## src/rtl/shadow_pkg.sv

```systemverilog
package shadow_pkg;
  localparam int SUBS_PER_REGION = 4;
  localparam int EN_REGIONS      = 3;
  localparam int N_SEG           = EN_REGIONS * SUBS_PER_REGION + 1;
  localparam int SEG_W           = $clog2(N_SEG);
  localparam int TOP_SEG         = N_SEG - 1;
  localparam int CFG_W           = 8;
  localparam int RD_POL_BIT      = 6;
  localparam int WR_POL_BIT      = 5;

  typedef struct packed {
    logic rd_int;
    logic wr_int;
  } seg_attr_t;
endpackage

```

## src/rtl/shadow_cfg_regs.sv

```systemverilog
module shadow_cfg_regs
  import shadow_pkg::*;
(
  input  logic             clk,
  input  logic             rst_n,
  input  logic             we,
  input  logic [1:0]       idx,
  input  logic [CFG_W-1:0] wdata,
  output logic [CFG_W-1:0] policy,
  output logic [CFG_W-1:0] en_c,
  output logic [CFG_W-1:0] en_d,
  output logic [CFG_W-1:0] en_e
);
  logic [CFG_W-1:0] bank [4];

  always_ff @(posedge clk) begin
    if (!rst_n) begin
      for (int k = 0; k < 4; k++) bank[k] <= '0;
    end else if (we) begin
      bank[idx] <= wdata;
    end
  end

  assign policy = bank[0];
  assign en_e   = bank[1];
  assign en_d   = bank[2];
  assign en_c   = bank[3];


  cfg_store_chk: assert property (@(posedge clk) disable iff (!rst_n)
    we |=> bank[$past(idx)] == $past(wdata));
endmodule

```

## src/rtl/shadow_attr_map.sv

```systemverilog
module shadow_attr_map
  import shadow_pkg::*;
(
  input  logic [CFG_W-1:0]            policy,
  input  logic [CFG_W-1:0]            en_c,
  input  logic [CFG_W-1:0]            en_d,
  input  logic [CFG_W-1:0]            en_e,
  output seg_attr_t [N_SEG-1:0]       attr_vec
);
  logic rd_pol;
  logic wr_pol;
  assign rd_pol = policy[RD_POL_BIT];
  assign wr_pol = ~policy[WR_POL_BIT];

  for (genvar r = 0; r < EN_REGIONS; r++) begin : g_region
    logic [CFG_W-1:0] en_byte;
    assign en_byte = (r == 0) ? en_c : (r == 1) ? en_d : en_e;
    for (genvar i = 0; i < SUBS_PER_REGION; i++) begin : g_sub
      localparam int SEG = r * SUBS_PER_REGION + i;
      assign attr_vec[SEG].rd_int = en_byte[CFG_W-1-i] & rd_pol;
      assign attr_vec[SEG].wr_int = en_byte[CFG_W-1-i] & wr_pol;
    end
  end

  assign attr_vec[TOP_SEG].rd_int = rd_pol;
  assign attr_vec[TOP_SEG].wr_int = wr_pol;
endmodule

```

## src/rtl/shadow_change_track.sv

```systemverilog
module shadow_change_track
  import shadow_pkg::*;
(
  input  logic                   clk,
  input  logic                   rst_n,
  input  seg_attr_t [N_SEG-1:0]  attr_vec,
  output logic                   upd_valid,
  output logic [N_SEG-1:0]       upd_mask
);
  seg_attr_t [N_SEG-1:0] cache;
  logic [N_SEG-1:0]      diff;
  logic                  started;

  for (genvar s = 0; s < N_SEG; s++) begin : g_diff
    assign diff[s] = attr_vec[s] != cache[s];
  end

  always_ff @(posedge clk) begin
    if (!rst_n) begin
      cache                   <= '0;
      cache[TOP_SEG].wr_int   <= 1'b1;
      upd_valid               <= 1'b0;
      upd_mask                <= '0;
      started                 <= 1'b0;
    end else begin
      cache     <= attr_vec;
      upd_valid <= |diff;
      upd_mask  <= diff;
      started   <= 1'b1;
    end
  end


  cache_follow_chk: assert property (@(posedge clk) disable iff (!rst_n)
    started |-> cache == $past(attr_vec));
endmodule

```

## src/rtl/shadow_route.sv

```systemverilog
module shadow_route
  import shadow_pkg::*;
#(
  parameter int ADDR_W = 20
) (
  input  logic                   clk,
  input  logic                   rst_n,
  input  logic                   acc_valid,
  output logic                   acc_ready,
  input  logic [ADDR_W-1:0]      acc_addr,
  input  logic                   acc_write,
  input  seg_attr_t [N_SEG-1:0]  attr_vec,
  output logic                   rsp_valid,
  input  logic                   rsp_ready,
  output logic                   rsp_hit,
  output logic                   rsp_internal,
  output logic [SEG_W-1:0]       rsp_seg
);
  localparam logic [3:0] FIRST_REGION = 4'hC;
  localparam logic [3:0] LAST_REGION  = 4'hF;

  logic [3:0]       region;
  logic [1:0]       sub;
  logic             hit;
  logic [SEG_W-1:0] seg;
  seg_attr_t        sel;
  logic             route_int;
  logic             accept;

  assign region = acc_addr[ADDR_W-1 -: 4];
  assign sub    = acc_addr[ADDR_W-5 -: 2];
  assign hit    = region >= FIRST_REGION;
  assign seg    = (region == LAST_REGION) ? SEG_W'(TOP_SEG)
                                          : SEG_W'({region[1:0], sub});

  always_comb begin
    sel = '0;
    if (hit) sel = attr_vec[seg];
  end

  assign route_int = acc_write ? sel.wr_int : sel.rd_int;
  assign acc_ready = ~rsp_valid | rsp_ready;
  assign accept    = acc_valid & acc_ready;

  always_ff @(posedge clk) begin
    if (!rst_n) begin
      rsp_valid    <= 1'b0;
      rsp_hit      <= 1'b0;
      rsp_internal <= 1'b0;
      rsp_seg      <= '0;
    end else if (accept) begin
      rsp_valid    <= 1'b1;
      rsp_hit      <= hit;
      rsp_internal <= route_int;
      rsp_seg      <= hit ? seg : '0;
    end else if (rsp_ready) begin
      rsp_valid    <= 1'b0;
    end
  end


  rsp_hold_chk: assert property (@(posedge clk) disable iff (!rst_n)
    rsp_valid && !rsp_ready |=> rsp_valid && $stable(rsp_hit)
      && $stable(rsp_internal) && $stable(rsp_seg));

  rsp_follow_chk: assert property (@(posedge clk) disable iff (!rst_n)
    acc_valid && acc_ready |=> rsp_valid);

  miss_external_chk: assert property (@(posedge clk) disable iff (!rst_n)
    rsp_valid && !rsp_hit |-> !rsp_internal);
endmodule

```

## src/rtl/shadow_region_decoder.sv

```systemverilog
module shadow_region_decoder
  import shadow_pkg::*;
#(
  parameter int ADDR_W = 20
) (
  input  logic              clk,
  input  logic              rst_n,
  input  logic              cfg_we,
  input  logic [1:0]        cfg_idx,
  input  logic [CFG_W-1:0]  cfg_wdata,
  input  logic              acc_valid,
  output logic              acc_ready,
  input  logic [ADDR_W-1:0] acc_addr,
  input  logic              acc_write,
  output logic              rsp_valid,
  input  logic              rsp_ready,
  output logic              rsp_hit,
  output logic              rsp_internal,
  output logic [SEG_W-1:0]  rsp_seg,
  output logic              upd_valid,
  output logic [N_SEG-1:0]  upd_mask
);
  logic [CFG_W-1:0]      policy, en_c, en_d, en_e;
  seg_attr_t [N_SEG-1:0] attr_vec;

  shadow_cfg_regs u_regs (
    .clk(clk), .rst_n(rst_n), .we(cfg_we), .idx(cfg_idx), .wdata(cfg_wdata),
    .policy(policy), .en_c(en_c), .en_d(en_d), .en_e(en_e)
  );

  shadow_attr_map u_map (
    .policy(policy), .en_c(en_c), .en_d(en_d), .en_e(en_e), .attr_vec(attr_vec)
  );

  shadow_change_track u_track (
    .clk(clk), .rst_n(rst_n), .attr_vec(attr_vec),
    .upd_valid(upd_valid), .upd_mask(upd_mask)
  );

  shadow_route #(.ADDR_W(ADDR_W)) u_route (
    .clk(clk), .rst_n(rst_n), .acc_valid(acc_valid), .acc_ready(acc_ready),
    .acc_addr(acc_addr), .acc_write(acc_write), .attr_vec(attr_vec),
    .rsp_valid(rsp_valid), .rsp_ready(rsp_ready), .rsp_hit(rsp_hit),
    .rsp_internal(rsp_internal), .rsp_seg(rsp_seg)
  );
endmodule

```

## config.mk

```make
export PLATFORM = sky130hd
export DESIGN_NAME = shadow_region_decoder
export DESIGN_NICKNAME = d
export VERILOG_FILES = /design/src/rtl/shadow_pkg.sv /design/src/rtl/shadow_cfg_regs.sv /design/src/rtl/shadow_attr_map.sv /design/src/rtl/shadow_change_track.sv /design/src/rtl/shadow_route.sv /design/src/rtl/shadow_region_decoder.sv
export SDC_FILE = /design/constraint.sdc
export NUM_CORES = 1
export LEC_CHECK = 0
export BUFFER_PORTS_ARGS = -buffer_cell sky130_fd_sc_hd__buf_2
export CORE_MARGIN = 3
export CORE_UTILIZATION = 40
export CTS_CLUSTER_DIAMETER = 150
export DETAILED_ROUTE_END_ITERATION = 8
export SLEW_MARGIN = 20
export SYNTH_ARGS = -nofsm -noshare
export SYNTH_HDL_FRONTEND = slang
export SYNTH_HIERARCHICAL = 1
export SYNTH_SLANG_ARGS = --single-unit
```

## constraint.sdc

```tcl
create_clock -name clk -period 3.2 [get_ports clk]
set_input_delay 0.64 -clock clk [delete_from_list [all_inputs] [get_ports clk]]
set_output_delay 0.64 -clock clk [all_outputs]
set_load 0.01 [all_outputs]
```

* Word level (Yosys, flattened, before mapping)
Memories as Yosys holds them, arrays and structs flattened. Cells that the tools add are included.
Operators by class: multiplexer cells 15, reduce and logical (&&, ||, !) cells 3, order comparisons 2, bitwise logic cells 28, equal/unequal tests 14
Operator list (count):
- 2-bit inequality test | 13
- 1-bit bitwise AND | 25
- 13-bit OR reduction | 1
- 2-bit binary-select mux with 4-bit select | 1
- 1-bit 2-to-1 mux | 8
- 4-bit 2-to-1 mux | 2
- 8-bit 2-to-1 mux | 1
- 8-bit OR reduction | 1
- 2-bit 2-to-1 mux | 3
- 4-bit by 5-bit less-than comparator with 1-bit output (second input constant) | 1
- 4-bit equality test (second input constant) | 1
- 4-bit greater-or-equal comparator (second input constant) | 1
- 1-bit NOT | 2
- 2-bit nonzero test | 1
- 1-bit OR | 1
Word-level totals: memory bits (writable) 32, output and inout bits 22, bits in registers 47, input bits 36, memories kept 1, logic and storage cells 95
Memory list:
- u_regs.bank | words 4, bits a word 8, rd ports 4, clocked after Yosys merged registers in 0, write ports 4, RTL line shadow_cfg_regs.sv:14 | logic [CFG_W-1:0] bank [4];

* Longest topological paths before layout
Gate-level depths: netlist (run 1).
depth in word-level cells 6, gate-level depth with buffers 7, gate-level depth less buffers 5

* Cells and area by module
The synthesis (run 1) kept the hierarchy.
Modules (own cells, without submodules):
- shadow_change_track | cells each 118, instances 1, seq. area each 800.8 um^2, area each 1332.5 um^2
- shadow_cfg_regs | cells each 85, instances 1, seq. area each 960.9 um^2, area each 1278.7 um^2
- shadow_route | cells each 62, instances 1, seq. area each 140.1 um^2, area each 570.5 um^2
- shadow_attr_map | cells each 29, instances 1, seq. area each 0.0 um^2, area each 227.7 um^2

* Worst setup path before layout (run 1)
Ideal clock, no wire load.
path type input-to-reg, from in cfg_idx[0], to mem u_regs.bank[2][0], enable pin, cell stages on the path 3, path buffers 1, path slack 1291 ps, setup time 384 ps, required time 2816 ps, arrival time 1525 ps, cell sequence buf_6 -> nand2b_4 -> o21ai_0
RTL lines:
- start: declaration | RTL line shadow_region_decoder.sv:9 | input logic [1:0] cfg_idx,
- end: declaration | RTL line shadow_cfg_regs.sv:14

==> flow_metrics.env, run 1 <==
export IMPL_grt_start_max_net_pins=28
export IMPL_criticalPathCategory="reg2reg"
export IMPL_synth_area_per_cell_um2=10.78
export IMPL_cts_resized=0
export IMPL_grt_pass1_vias=1809
export IMPL_htree_levels=3
export IMPL_leakage_nw=1.298
export IMPL_grt_pass1_wl_mm=8.680
export IMPL_setup_violations=0
export IMPL_clock_sinks=61
export IMPL_numCtsBuffers=9
export IMPL_design_core_area_mm2=0.006531
export IMPL_final_core_utilization_pct=48.74
export IMPL_diodes=0
export IMPL_worstSetupStartpointType="register"
export IMPL_drive_gt1_share_pct=27.52
export IMPL_overflow=0
export IMPL_drc=0
export IMPL_r2r_end="u_track/upd_valid"
export IMPL_cp_startpoint="u_regs/bank[0][5]"
export IMPL_worst_slew_pin_slew_ns=0.6317
export IMPL_ir_drop_mv=0.2687
export IMPL_start_util_pct=42.26
export IMPL_synth_nets=292
export IMPL_drt_pass1_iter_count=4
export IMPL_rsz0062_at_grt="no"
export IMPL_num_rows=29
export IMPL_final_setup_tns_ns=0
export IMPL_hold_viol=0
export IMPL_fin_worst_skew_ns=0.004647
export IMPL_post_drt_wl_per_cell_um=13.99
export IMPL_tritoncts="yes"
export IMPL_fmax_ghz=0.4283
export IMPL_cts_root_buffer="clkbuf_8"
export IMPL_synth_area_mm2=0.002760
export IMPL_worstReg2RegStart="u_regs/bank[0][5]"
export IMPL_track_usage_pct=14.67
export IMPL_final_seq_area_mm2=0.001361
export IMPL_required_ns=3.42
export IMPL_io_pins=58
export IMPL_cts_buffer_depth=2
export IMPL_io_buffers=39
export IMPL_die_area_mm2=0.007933
export IMPL_status="complete, no violations"
export IMPL_antenna_found_initial=0
export IMPL_r2r_worst_path_cells=5
export IMPL_final_min_clock_period_ns=2.335
export IMPL_crit_path_end_kind="register"
export IMPL_drv_slew=0
export IMPL_critPathMaxFanout=13
export IMPL_worstSkewPairLatency_ns=0.33
export IMPL_min_period_over_period_pct=72.97
export IMPL_hpwlAfterDp_mm=3.899
export IMPL_cts_setup_buffers=0
export IMPL_clk_pin_slew_ns=0.07
export IMPL_num_nets_final=329
export IMPL_relSlewSlack_pct=57.89
export IMPL_drt_total_wl_mm=5.245
export IMPL_vias_per_cell=4.989
export IMPL_gp_congestion=0.7898
export IMPL_num_vias=1871
export IMPL_reg2reg_setup_slack_ns=0.87
export IMPL_p_per_area_mw_per_mm2=596.4
export IMPL_min_path_type="reg2reg"
export IMPL_drt_iter0_markers=118
export IMPL_cts_hold_fix_buffers=0
export IMPL_placed_area_mm2=0.002945
export IMPL_die_x_um=89.07
export IMPL_fillerInstances=640
export IMPL_yosys_warnings=6
export IMPL_cp_arrival_ns=2.55
export IMPL_postRouteAntennaNets=0
export IMPL_area_delta_synth_final_pct=15.32
export IMPL_fin_hold_ws_ns=0.4670
export IMPL_design_area_mm2=0.003183
export IMPL_die_h_um=89.07
export IMPL_multi_input_area_mm2=0.001255
export IMPL_syn_inst=256
export IMPL_maxCapViolCount=0
export IMPL_crit_end="u_track/upd_valid"
==> layout make-up <==
| class | count | share of cell area (%) |
|---|---|---|
| clock inverters | 7 | 3.577 |
| flip-flops and latches | 61 | 42.77 |
| clock buffers | 9 | 3.892 |
| inverters | 8 | 0.9434 |
| multi-input cells | 173 | 39.43 |
| well taps | 77 | 3.027 |
| repair buffers | 40 | 6.368 |
==> placed cells by master (no fill, tap or decap), types with 2 or more instances in the layout <==
cell	count
a21boi_0	6
and2b_1	3
nor2b_2	9
edfxtp_1	14
nand4_1	9
and2_2	10
inv_1	7
and2_1	32
dfxtp_1	47
clkbuf_8	9
buf_2	39
bufinv_16	3
and3_1	9
nand2_1	11
a21oi_1	14
nand2b_1	4
xnor2_1	26
mux4_1	3
nor2_1	5
clkinvlp_4	2
mux2_2	2
nand3_1	9
o21ai_0	2
==> sequential cells by signal, indices dropped and copies added, names as in the netlist <==
| signal | flops |
|---|---|
| u_regs/bank | 14 |
| u_track/cache | 26 |
| u_route/rsp_hit | 1 |
| u_route/rsp_seg | 4 |
| u_track/upd_valid | 1 |
| u_track/upd_mask | 13 |
| u_route/rsp_internal | 1 |
| u_route/rsp_valid | 1 |
==> where the power goes <==
part	switching, mW	leakage (nW)	internal (mW)	total, mW
clock	0.291	0.113	0.513	0.803
combinational	0.121	0.660	0.107	0.228
sequential	0.0261	0.525	0.841	0.867
==> worst min-delay path by stage <==
stage,startpoint,end,cells past startpoint
final,u_route/rsp_seg[3],u_route/rsp_seg[3],2
after CTS,u_route/rsp_seg[0],u_route/rsp_seg[0],2
after detailed placement,u_route/rsp_seg[0],u_route/rsp_seg[0],2
after floorplan,u_route/rsp_seg[0],u_route/rsp_seg[0],2
after global routing,u_route/rsp_seg[2],u_route/rsp_seg[2],2
after global placement,u_route/rsp_seg[3],u_route/rsp_seg[3],2
==> worst max-delay path, stage by stage (launching register included) <==
cell	delay, ns
edfxtp_1	0.75
and2b_1	0.29
xnor2_1	0.20
nand4_1	0.12
or4_1	0.52
o41a_1	0.33
==> metrics by stage <==
stage	worst slack (ns)	cells	total power, mW
2_1_floorplan	1.327	256	1.048
3_3_place_gp	0.8935	359	1.113
3_5_place_dp	0.8865	359	1.115
4_1_cts	0.8641	375	1.923
5_1_grt	0.7618	375	1.988
6_report	0.8651	375	1.898
==> layer usage <==
layer  wire length [µm]  GRT usage (%)  share of wire [%]  up-vias
met3                210          5.346                4.0        7
li1                   -              -                  -      951
met5                  0              0                  0        -
met4                 40          5.277               0.76        0
met1               2566          18.80                 49      877
met2               2427          22.87                 46       36
(Power assumes the default switching activity.)
==> run 2, diff against run 1 <==
clock period = 2.3 ns   (was 3.2 ns; I/O delays follow)
==> run 2 against run 1 <==
Register-to-register slack got worse by 0.71 ns. Cell count rose by 0.80%. First-iteration DRC count fell by 10%. Sequential cell count did not move. Critical path depth rose by 1. Non-clock buffer count rose by 3.
==> flow_metrics.env, run 2 (synthesis results as in run 1) <==
export IMPL_numCtsBuffers=9
export IMPL_min_path_type="in2reg"
export IMPL_antenna_found_initial=0
export IMPL_crit_path_end_kind="register"
export IMPL_fin_worst_skew_ns=0.008077
export IMPL_rsz0062_at_grt="no"
export IMPL_ir_drop_mv=0.3724
export IMPL_worstSetupStartpointType="register"
export IMPL_grt_pass1_vias=1724
export IMPL_cts_buffer_depth=2
export IMPL_final_setup_tns_ns=0
export IMPL_reg_top3="u_track/cache x26, u_regs/bank x14, u_track/upd_mask x13"
export IMPL_maxCapViolCount=0
export IMPL_drt_total_wl_mm=5.276
export IMPL_hp_start="acc_valid"
export IMPL_min_period_over_period_pct=93.05
export IMPL_io_pins=58
export IMPL_layout_common_cells="dfxtp_1, buf_2, and2_1, xnor2_1"
export IMPL_design_core_area_mm2=0.006531
export IMPL_num_rows=29
export IMPL_htree_levels=3
export IMPL_drv_slew=0
export IMPL_area_delta_synth_final_pct=14.10
export IMPL_drt_pass1_iter_count=4
export IMPL_cp_arrival_ns=2.36
export IMPL_track_usage_pct=14.61
export IMPL_clk_pin_slew_ns=0.06
export IMPL_setup_violations=0
export IMPL_drt_iter0_markers=106
export IMPL_die_x_um=89.07
export IMPL_status="complete, no violations"
export IMPL_worstSkewPairLatency_ns=0.35
export IMPL_fin_hold_ws_ns=0.3970
export IMPL_worst_slew_pin_slew_ns=0.5857
export IMPL_fin_cells=378
export IMPL_drive_gt1_share_pct=27.57
export IMPL_tritoncts="yes"
export IMPL_fmax_ghz=0.4673
export IMPL_die_h_um=89.07
export IMPL_postRouteAntennaNets=0
export IMPL_num_nets_final=332
export IMPL_worstReg2RegStart="u_regs/bank[0][5]"
export IMPL_die_area_mm2=0.007933
export IMPL_overflow=0
export IMPL_place_inst=362
export IMPL_cts_hold_fix_buffers=0
export IMPL_leakage_nw=1.294
export IMPL_largest_register="u_track/cache"
export IMPL_multi_input_area_mm2=0.001255
export IMPL_vias_per_cell=4.942
export IMPL_final_common_cell="dfxtp_1"
export IMPL_criticalPathCategory="reg2reg"
export IMPL_fillerInstances=616
export IMPL_p_per_area_mw_per_mm2=759.8
export IMPL_final_seq_area_mm2=0.001361
export IMPL_hpwlAfterDp_mm=3.980
export IMPL_drc=0
export IMPL_cp_startpoint="u_regs/bank[0][5]"
export IMPL_diodes=0
export IMPL_largest_register_ffs=26
export IMPL_required_ns=2.52
export IMPL_relSlewSlack_pct=60.54
export IMPL_cts_resized=0
export IMPL_clock_sinks=61
export IMPL_grt_start_max_net_pins=28
export IMPL_num_vias=1868
export IMPL_post_drt_wl_per_cell_um=13.96
export IMPL_start_util_pct=42.26
export IMPL_cts_root_buffer="clkbuf_8"
export IMPL_grt_pass1_wl_mm=8.362
export IMPL_cts_setup_buffers=0
export IMPL_critPathMaxFanout=6
export IMPL_io_buffers=39
export IMPL_gp_congestion=0.8126
export IMPL_final_min_clock_period_ns=2.140
export IMPL_hold_viol=0
==> run 2: cell count changes in the layout (fill, tap and decap cells not counted), sizes merged <==
cell / change
buf: +3
bufinv: -3
clkinv: -1
clkinvlp: -2
clkbuf: +6
==> run 2: worst paths after layout <==
path,to,slack (ns),cells past startpoint
max,u_track/upd_valid,0.16,6
min,u_route/rsp_valid,0.40,3
max reg2reg,u_track/upd_valid,0.16,6
min reg2reg,u_route/rsp_hit,0.46,2
==> run 2: layer usage <==
metal	global-route usage [%]	up-vias	part of all wire, %
met5	0	-	0
met4	6.089	0	1.1
met3	6.359	7	6.2
met2	20.99	47	45
met1	19.23	853	48
li1	-	961	-
==> run 2: layout make-up <==
class / count / share of cell area [%]
well taps: 77 / 3.059
repair buffers: 43 / 7.151
flip-flops and latches: 61 / 43.23
clock buffers: 15 / 5.602
clock inverters: 1 / 0.1589
inverters: 8 / 0.9535
multi-input cells: 173 / 39.85
==> run 2: per-stage QoR <==
step | worst slack, ns | instance area [µm²] | total power, mW | util (%)
floorplan | 0.4266 | 2760 | 1.458 | -
global placement | 0.2193 | 2968 | 1.554 | 45.44
detailed placement | 0.1814 | 2968 | 1.556 | 45.44
CTS | 0.1556 | 3149 | 2.434 | 48.22
global route | 0.05493 | 3149 | 2.522 | 48.22
finish | 0.1599 | 3149 | 2.393 | 48.22
==> run 2: power breakdown <==
part | internal [mW] | switching [mW] | leakage, nW
logic | 0.154 | 0.177 | 0.675
clock network | 0.479 | 0.385 | 0.0937
registers | 1.17 | 0.0284 | 0.525
total | 1.80 | 0.590 | 1.29
==> run 2: worst max-delay path, cell delays in order (launching register included) <==
cell and delay [ns]:
edfxtp_1 0.47, buf_4 0.21, nor2b_2 0.20, xnor2_1 0.16
nand2_1 0.08, or4_1 0.56, o41a_1 0.33
==> run 3, diff against run 2 <==
ABC_AREA = 1   (was not set)
BUFFER_PORTS_ARGS = -buffer_cell sky130_fd_sc_hd__buf_4   (was -buffer_cell sky130_fd_sc_hd__buf_2)
CTS_BUF_LIST = sky130_fd_sc_hd__clkbuf_2   (was not set)
==> run 3 against run 2 <==
Sequential power hardly changed. Global-route usage grew 0.36 points. Critical path depth grew 6. Wire length grew 12%. Highest routed layer unchanged.
==> flow_metrics.env, run 3 <==
export IMPL_min_period_over_period_pct=79.32
export IMPL_met3_length_um=246
export IMPL_design_core_area_mm2=0.007292
export IMPL_final_min_clock_period_ns=1.824
export IMPL_crit_top_cell="nand2_1"
export IMPL_synth_area_per_cell_um2=6.809
export IMPL_holdPathEnd="u_route/rsp_seg[3]"
export IMPL_cts_setup_buffers=0
export IMPL_clock_sinks=61
export IMPL_synth_nets=482
export IMPL_antenna_found_initial=0
export IMPL_postRouteAntennaNets=0
export IMPL_grt_pass1_wl_mm=10.14
export IMPL_worstReg2RegStart="u_regs/bank[0][6]"
export IMPL_worstSkewPairLatency_ns=0.45
export IMPL_vias_per_cell=4.235
export IMPL_die_h_um=93.13
export IMPL_drt_iter0_markers=119
export IMPL_area_delta_synth_final_pct=13.10
export IMPL_final_setup_tns_ns=0
export IMPL_drc=0
export IMPL_hpwlAfterDp_mm=4.495
export IMPL_htree_levels=3
export IMPL_path_cells="nand2_1, inv_1, nand2_1, inv_1, nor2_1, nand2_1, nand3_1, a21oi_1, nand2_1, nand2_1, nand2_1, a21oi_2"
export IMPL_yosys_warnings=6
export IMPL_fmax_ghz=0.5481
export IMPL_highest_layer="met4"
export IMPL_hp_start="acc_addr[17]"
export IMPL_clk_pin_slew_ns=0.15
export IMPL_r2r_worst_path_cells=12
export IMPL_relSlewSlack_pct=64.63
export IMPL_cts_resized=0
export IMPL_largest_register_ffs=26
export IMPL_worst_slew_pin_slew_ns=0.5306
export IMPL_final_core_utilization_pct=47.10
export IMPL_fillerInstances=788
export IMPL_syn_inst=446
export IMPL_largest_register="u_track/cache"
export IMPL_cts_root_buffer="clkbuf_2"
export IMPL_reg2reg_setup_slack_ns=0.48
export IMPL_reg_top3="u_track/cache x26, u_regs/bank x14, u_track/upd_mask x13"
export IMPL_drv_slew=0
export IMPL_met2WireLength_mm=2.669
export IMPL_critPathMaxFanout=16
export IMPL_num_rows=31
export IMPL_r2r_end="u_route/rsp_internal"
export IMPL_status="complete, no violations"
export IMPL_maxCapViolCount=0
export IMPL_fin_worst_skew_ns=0.02027
export IMPL_wl_met1_mm=2.869
export IMPL_grt_pass1_vias=2242
export IMPL_grt_start_max_net_pins=21
export IMPL_cpPeakStageDelay_ns=0.71
export IMPL_worstSetupStartpointType="register"
export IMPL_cts_buffer_depth=2
export IMPL_drt_pass1_iter_count=4
export IMPL_post_drt_wl_per_cell_um=10.07
export IMPL_drt_total_wl_mm=5.921
export IMPL_criticalPathCategory="reg2reg"
export IMPL_gp_congestion=0.8063
export IMPL_num_vias=2490
export IMPL_die_area_mm2=0.008673
export IMPL_slowest_stage="edfxtp_1"
export IMPL_start_util_pct=41.64
export IMPL_diodes=0
export IMPL_p_per_area_mw_per_mm2=599.8
export IMPL_layout_common_cells="nand2_1, inv_1, nor2_1, dfxtp_1, buf_4"
export IMPL_io_pins=58
export IMPL_tritoncts="yes"
export IMPL_synth_area_mm2=0.003037
export IMPL_numCtsBuffers=9
export IMPL_overflow=0
export IMPL_drive_gt1_share_pct=14.93
export IMPL_setup_violations=0
export IMPL_io_buffers=39
export IMPL_crit_path_end_kind="register"
export IMPL_hold_viol=0
export IMPL_leakage_nw=1.937
export IMPL_cts_hold_fix_buffers=0
export IMPL_min_path_type="in2reg"
export IMPL_min_path_cells=3
export IMPL_cp_arrival_ns=2.21
export IMPL_final_common_cell="nand2_1"
export IMPL_num_nets_final=522
export IMPL_ir_drop_mv=0.2360
export IMPL_required_ns=2.69
export IMPL_die_x_um=93.13
export IMPL_rsz0062_at_grt="no"
export IMPL_track_usage_pct=14.98
-- run 3: through the flow --
| stage | power (mW) | std cells | area, µm² | hold WS, ns | worst slack, ns |
|---|---|---|---|---|---|
| after floorplan | 1.488 | 446 | 3037 | 0.4777 | 0.7829 |
| after global placement | 1.603 | 574 | 3367 | 0.4595 | 0.4555 |
| after detailed placement | 1.612 | 574 | 3367 | 0.4613 | 0.4225 |
| after CTS | 2.099 | 588 | 3435 | 0.2318 | 0.4624 |
| after global routing | 2.211 | 588 | 3435 | 0.2281 | 0.2439 |
| final | 2.060 | 588 | 3435 | 0.2809 | 0.4755 |
-- run 3: worst max path at each step --
stage | slack [ns] | start | depth (start not counted) | endpoint
after floorplan | 0.78 | acc_addr[18] | 11 | u_route/rsp_internal
after global placement | 0.46 | acc_addr[18] | 11 | u_route/rsp_internal
after detailed placement | 0.42 | acc_addr[18] | 11 | u_route/rsp_internal
after CTS | 0.46 | u_regs/bank[0][6] | 11 | u_track/upd_valid
after global routing | 0.24 | u_regs/bank[0][5] | 11 | u_route/rsp_internal
final | 0.48 | u_regs/bank[0][6] | 12 | u_route/rsp_internal
-- run 3: area by class of cell --
cell class / instances / area (µm²) / area share [%]
inverters: 108 / 405.4 / 11.80
repair buffers: 40 / 300.3 / 8.743
well taps: 99 / 123.9 / 3.607
multi-input cells: 266 / 1176 / 34.24
flip-flops and latches: 61 / 1361 / 39.64
clock buffers: 10 / 50.05 / 1.457
clock inverters: 4 / 17.52 / 0.5100
-- run 3: per-layer routing --
layer,vias to the layer above,global-route usage (%)
met4,0,6.349
met2,47,24.42
met1,1055,19.21
met5,-,0
li1,1376,-
met3,12,3.138
-- run 3: critical path, delay by kind of cell (launching register included) --
kind,cells,cell delay (ns)
flip-flops,1,0.71
buffers and inverters,2,0.19
AND/OR/NAND/NOR,8,0.56
AO/OA/AOI/OAI,2,0.31
-- run 3: power breakdown --
part           switching (mW)  internal, mW  leakage [nW]  total [mW]
Combinational           0.230         0.149          1.36       0.379
Sequential             0.0376          1.17         0.524        1.20
Clock                   0.352         0.125        0.0525       0.477
Total                   0.620          1.44          1.94        2.06
